**config.mk**
```make
export PLATFORM = sky130hd
export DESIGN_NAME = mac_unit
export DESIGN_NICKNAME = d
export VERILOG_FILES = /design/src/rtl/mac_unit.sv
export SDC_FILE = /design/constraint.sdc
export NUM_CORES = 2
export LEC_CHECK = 0
export ABC_AREA = 0
export ABC_CLOCK_PERIOD_IN_PS = 14700
export BUFFER_PORTS_ARGS = -buffer_cell sky130_fd_sc_hd__buf_2
export CAP_MARGIN = 20
export CELL_PAD_IN_SITES_DETAIL_PLACEMENT = 0
export CELL_PAD_IN_SITES_GLOBAL_PLACEMENT = 1
export CORE_MARGIN = 5
export CORE_UTILIZATION = 50
export CTS_CLUSTER_DIAMETER = 50
export DETAILED_ROUTE_END_ITERATION = 8
export PLACE_DENSITY_LB_ADDON = 0.12
export SLEW_MARGIN = 40
export SYNTH_ARGS = -nofsm -noshare
export SYNTH_HDL_FRONTEND = slang
export SYNTH_SLANG_ARGS = --single-unit
```
**constraint.sdc**
```tcl
create_clock -name clk -period 14.7 [get_ports clk]
set_input_delay 1.47 -clock clk [delete_from_list [all_inputs] [get_ports clk]]
set_output_delay 1.47 -clock clk [all_outputs]
set_load 0.01 [all_outputs]
```
**src/rtl/mac_unit.sv**
```systemverilog
module mac_unit #(
  parameter int W        = 32,
  parameter int BASE_REG = 25,
  parameter int REGW     = 5,
  parameter int LANEW    = 2,
  parameter int LENW     = 7
) (
  input  logic              clk,
  input  logic              rst_n,
  input  logic              step,
  input  logic              xfer_en,
  input  logic              xfer_wr,
  input  logic [REGW-1:0]   xfer_reg,
  input  logic [LANEW-1:0]  xfer_lane,
  input  logic [LENW-1:0]   xfer_len,
  input  logic [3*W-1:0]    xfer_wdata,
  input  logic [W-1:0]      op_a,
  input  logic [W-1:0]      op_b,
  output logic [3*W-1:0]    xfer_rdata,
  output logic              xfer_err
);
  localparam int BPW   = W / 8;
  localparam int NB    = 3 * BPW;
  localparam int PW    = 2 * W;
  localparam int LIMIT = (BASE_REG + 3) * BPW;
  localparam int IDXW  = $clog2(NB);

  logic          mode_q, carry_q;
  logic [PW-1:0] acc_q, prod_q;

  logic [15:0] span_end, start;
  logic        bad, ok, w25, cover0, clr, new_mode, wrap;
  logic [PW-1:0] mul, sum;

  assign span_end = 16'(xfer_reg) * 16'(BPW) + 16'(xfer_lane) + 16'(xfer_len);
  assign start    = 16'(xfer_reg) * 16'(BPW) + 16'(xfer_lane) - 16'(BASE_REG * BPW);
  assign bad      = (xfer_reg < REGW'(BASE_REG)) || (span_end > 16'(LIMIT));
  assign ok       = xfer_en && !bad;
  assign xfer_err = xfer_en && bad;

  assign w25      = ok && xfer_wr && (xfer_reg == REGW'(BASE_REG));
  assign cover0   = w25 && (xfer_lane == '0) && (xfer_len != '0);
  assign new_mode = cover0 ? xfer_wdata[0] : mode_q;
  assign clr      = cover0 && xfer_wdata[1];

  assign mul  = PW'(op_a) * PW'(op_b);
  assign sum  = acc_q + mul;
  assign wrap = sum < acc_q;

  logic [3*W-1:0] window;
  logic [7:0]     fb [NB];
  logic [IDXW-1:0] st;
  logic           rd_ok;

  assign window = {prod_q, {(W-2){1'b0}}, carry_q, mode_q};
  assign st     = start[IDXW-1:0];
  assign rd_ok  = ok && !xfer_wr;

  for (genvar j = 0; j < NB; j++) begin : g_fb
    assign fb[j] = window[8*j +: 8];
  end

  for (genvar i = 0; i < NB; i++) begin : g_rd
    logic [IDXW-1:0] idx;
    assign idx = st + IDXW'(i);
    assign xfer_rdata[8*i +: 8] =
      (rd_ok && (LENW'(i) < xfer_len)) ? fb[idx] : 8'h00;
  end

  logic unused_bits;
  assign unused_bits = ^{xfer_wdata[3*W-1:2], start[15:IDXW]};

  always_ff @(posedge clk) begin
    if (!rst_n) begin
      mode_q  <= 1'b0;
      carry_q <= 1'b0;
      acc_q   <= '0;
      prod_q  <= '0;
    end else if (clr) begin
      mode_q  <= new_mode;
      carry_q <= 1'b0;
      acc_q   <= '0;
    end else if (w25) begin
      mode_q <= new_mode;
      if (new_mode) begin
        prod_q <= sum;
        acc_q  <= sum;
        if (wrap) carry_q <= 1'b1;
      end else begin
        acc_q <= '0;
      end
    end else if (step && !mode_q) begin
      prod_q <= mul;
      acc_q  <= '0;
    end
  end
endmodule


```
==> flow_metrics.tcl <==
set metrics [dict create \
    syn_inst 5556 \
    crit_required_ns 15.00 \
    seq_area_um2 2600 \
    crit_slowest_cell "or4b_2" \
    rr_startpoint "acc_q[0]$_SDFFE_PP0P_" \
    arrival_ns 13.99 \
    clk_pin_slew_ns 0.06 \
    clock_skew_ns 0.0229 \
    crit_family "adder cells" \
    slew_headroom 0.351 \
    busiest_layer "met2" \
    synthTopCellsByCount "inv_1, fa_1, nand2_1, and2_1, ha_1" \
    die_w_um 317 \
    cts_setup_buffers 0 \
    numPortBuffers 181 \
    ios 276 \
    ys_ff_latch 130 \
    synthFlopType "dfxtp_1" \
    cp_slowest_stage_delay_ns 0.70 \
    viasPerCell 5.68 \
    slew_violations 0 \
    postRouteAntennaNets 0 \
    first_pass_iters 6 \
    crit_end "carry_q$_SDFFE_PP0P_" \
    critPathMaxFanout 32 \
    rows 112 \
    synth_enable_flop_cells 0 \
    die_y_um 317 \
    drt_iter0_markers 2678 \
    crit_type "in -> reg" \
    synth_top_area_share 0.381 \
    syn-num-nets 7040 \
    final_nets 6961 \
    crit_path_start "op_b[8]" \
    grt_use_total 0.283 \
    gp_congestion 0.906 \
    crit_top_cell "fa_1" \
    numCtsBuffers 17 \
    hold_viol_final 0 \
    routed_wl_mm 140 \
    syn_to_final_growth_pct 4.89 \
    final_layout_size_suffix_gt1_frac 0.0636 \
    hold_depth 2 \
    start_util 0.505 \
    clock_sinks 130 \
    antenna_found_initial 6 \
    yosys-top-cells-area "fa_1, ha_1, inv_1" \
    grt_pass1_wl_mm 223 \
    min-delay-path-class "reg -> reg" \
    yosysMostFrequentCell "inv_1" \
    critPathBufInv 8 \
    setup_violations 0 \
    fmax_ghz 0.0730 \
    cap_viol_max_count 0 \
    critPathLaunchType "input port" \
    h-tree-depth 4 \
    yosysTopAreaCell "fa_1" \
    routedWlPerCell_um 20.8 \
    ctsLongestPathBuffers 2 \
    period_share 0.931 \
    syn_avg_cell_area_um2 8.50 \
    seq_area_frac_synth 0.0551 \
    ff2ff_path_depth 23 \
    r2r_end "carry_q$_SDFFE_PP0P_" \
    dp_hpwl_mm 114 \
    multi_input_area_um2 39700 \
    cts_resized 0 \
    worst_slew_pin_slew_ns 0.965 \
    grt-ovfl-total 0 \
    grt_pass1_vias 39902 \
    syn_area_um2 47200 \
    core_area_um2 93500 \
    crit_path_end_kind "flip-flop" \
    insertion_delay_ns 0.44 \
    synthArstFlopShare 0 \
    grt_max_degree 76 \
    met3_usage 0.0399 \
    holdBufCountCts 0 \
    vias 38284 \
    final.min_clock_period_ns 13.69 \
    cts_root_buffer "clkbuf_16" \
    status "completed" \
    r2r_setup_slack_ns 8.49 \
    dieArea_um2 101000 \
    ys_warn_count 0 \
    use_met1 0.381 \
    rsz0062_at_grt "no" \
    use_met2 0.483 \
    final.setup.tns_ns 0 \
    cts_tree "done" \
    drc 0 \
    num-fill-cells 9144 \
    path_depth 44 \
    synth_cell_types 77 \
]
per-stage QoR:
stage	util	hold slack, ns	instance area, µm²	std cells	worst slack (ns)
2_1_floorplan	-	0.451	47200	5556	3.15
3_3_place_gp	0.522	0.479	48800	6709	0.663
3_5_place_dp	0.522	0.498	48800	6709	0.687
4_1_cts	0.529	0.507	49400	6740	1.08
5_1_grt	0.530	0.523	49500	6743	0.364
6_report	0.530	0.507	49500	6744	1.01
flip-flops by register name (all words and copies together), names as in the netlist:
name and cells:
mode_q 1, carry_q 1, acc_q 64, prod_q 64
layout make-up:
type	instances	share of cell area
diodes	1	0.0000505
clock inverters	9	0.00311
clock buffers	22	0.00917
inverters	983	0.0745
flip-flops and latches	130	0.0526
repair buffers	230	0.0267
multi-input cells	4115	0.802
well taps	1254	0.0317
cells in the final DEF, fill, tap and decap left out, types with 7 or more instances in the layout:
cell / Yosys / final
nand2_1: 764 / 762
o21bai_1: 27 / 27
nor2_1: 273 / 270
buf_2: 17 / 178
o31ai_1: 11 / 10
a311oi_1: 23 / 23
o21a_1: 13 / 13
xor2_1: 50 / 50
fa_1: 898 / 898
nor3_1: 36 / 35
nor2b_1: 26 / 25
mux2i_1: 14 / 14
o211ai_1: 16 / 16
a21o_1: 91 / 91
a32oi_1: 7 / 7
dfxtp_1: 130 / 130
nand4_1: 44 / 44
o21ai_0: 131 / 131
clkbuf_16: 0 / 17
and3_1: 14 / 14
a22oi_1: 112 / 112
o21ai_1: 10 / 10
nand3_1: 47 / 47
xnor2_1: 94 / 94
mux4_2: 64 / 64
a211oi_1: 35 / 35
a221oi_1: 9 / 9
and2_1: 513 / 513
buf_4: 0 / 48
ha_1: 407 / 406
a31oi_1: 39 / 39
a21oi_1: 226 / 226
nand2b_1: 28 / 28
inv_1: 981 / 981
per-layer routing:
metal / vias to the layer above / wire length, µm
met4: 2 / 4080
met2: 1077 / 69000
met5: - / 9
met3: 227 / 8140
met1: 19629 / 58800
li1: 17349 / -
worst min path at each step:
stage	startpoint	end	slack, ns
global route	acc_q[60]$_SDFFE_PP0P_	acc_q[60]$_SDFFE_PP0P_	0.52
global placement	acc_q[60]$_SDFFE_PP0P_	acc_q[60]$_SDFFE_PP0P_	0.48
detailed placement	acc_q[52]$_SDFFE_PP0P_	acc_q[52]$_SDFFE_PP0P_	0.50
finish	acc_q[40]$_SDFFE_PP0P_	acc_q[40]$_SDFFE_PP0P_	0.51
CTS	acc_q[52]$_SDFFE_PP0P_	acc_q[52]$_SDFFE_PP0P_	0.51
floorplan	acc_q[40]$_SDFFE_PP0P_	acc_q[40]$_SDFFE_PP0P_	0.45
worst reg2reg max path, stage by stage (launching register included):
cell	delay [ns]
dfxtp_1	0.34
ha_1	0.20
inv_1	0.07
fa_1	0.45
nand2b_1	0.19
a21oi_1	0.33
o2111ai_1	0.34
a2111oi_0	0.71
nor4_1	0.11
buf_4	0.20
o21ai_0	0.38
a21o_1	0.20
o21ai_0	0.15
o31a_1	0.28
xor2_1	0.23
inv_1	0.07
ha_1	0.30
nand3_1	0.10
nor3_1	0.55
nand4_1	0.29
o211ai_1	0.24
a21oi_1	0.10
a21oi_1	0.18
nor3_1	0.06
kinds of logic after synthesis:
group           count (synthesis)  synth area share
simple gates                 1782             0.180
xor+xnor                      144            0.0267
compound gates                805             0.111
buf+inv                      1311             0.105
flops                         130            0.0551
fa+ha+maj                    1305             0.489
mux                            79            0.0337
Power is not shown: default switching activity piles up to over one toggle a cycle in this logic, so the estimate is an artifact.
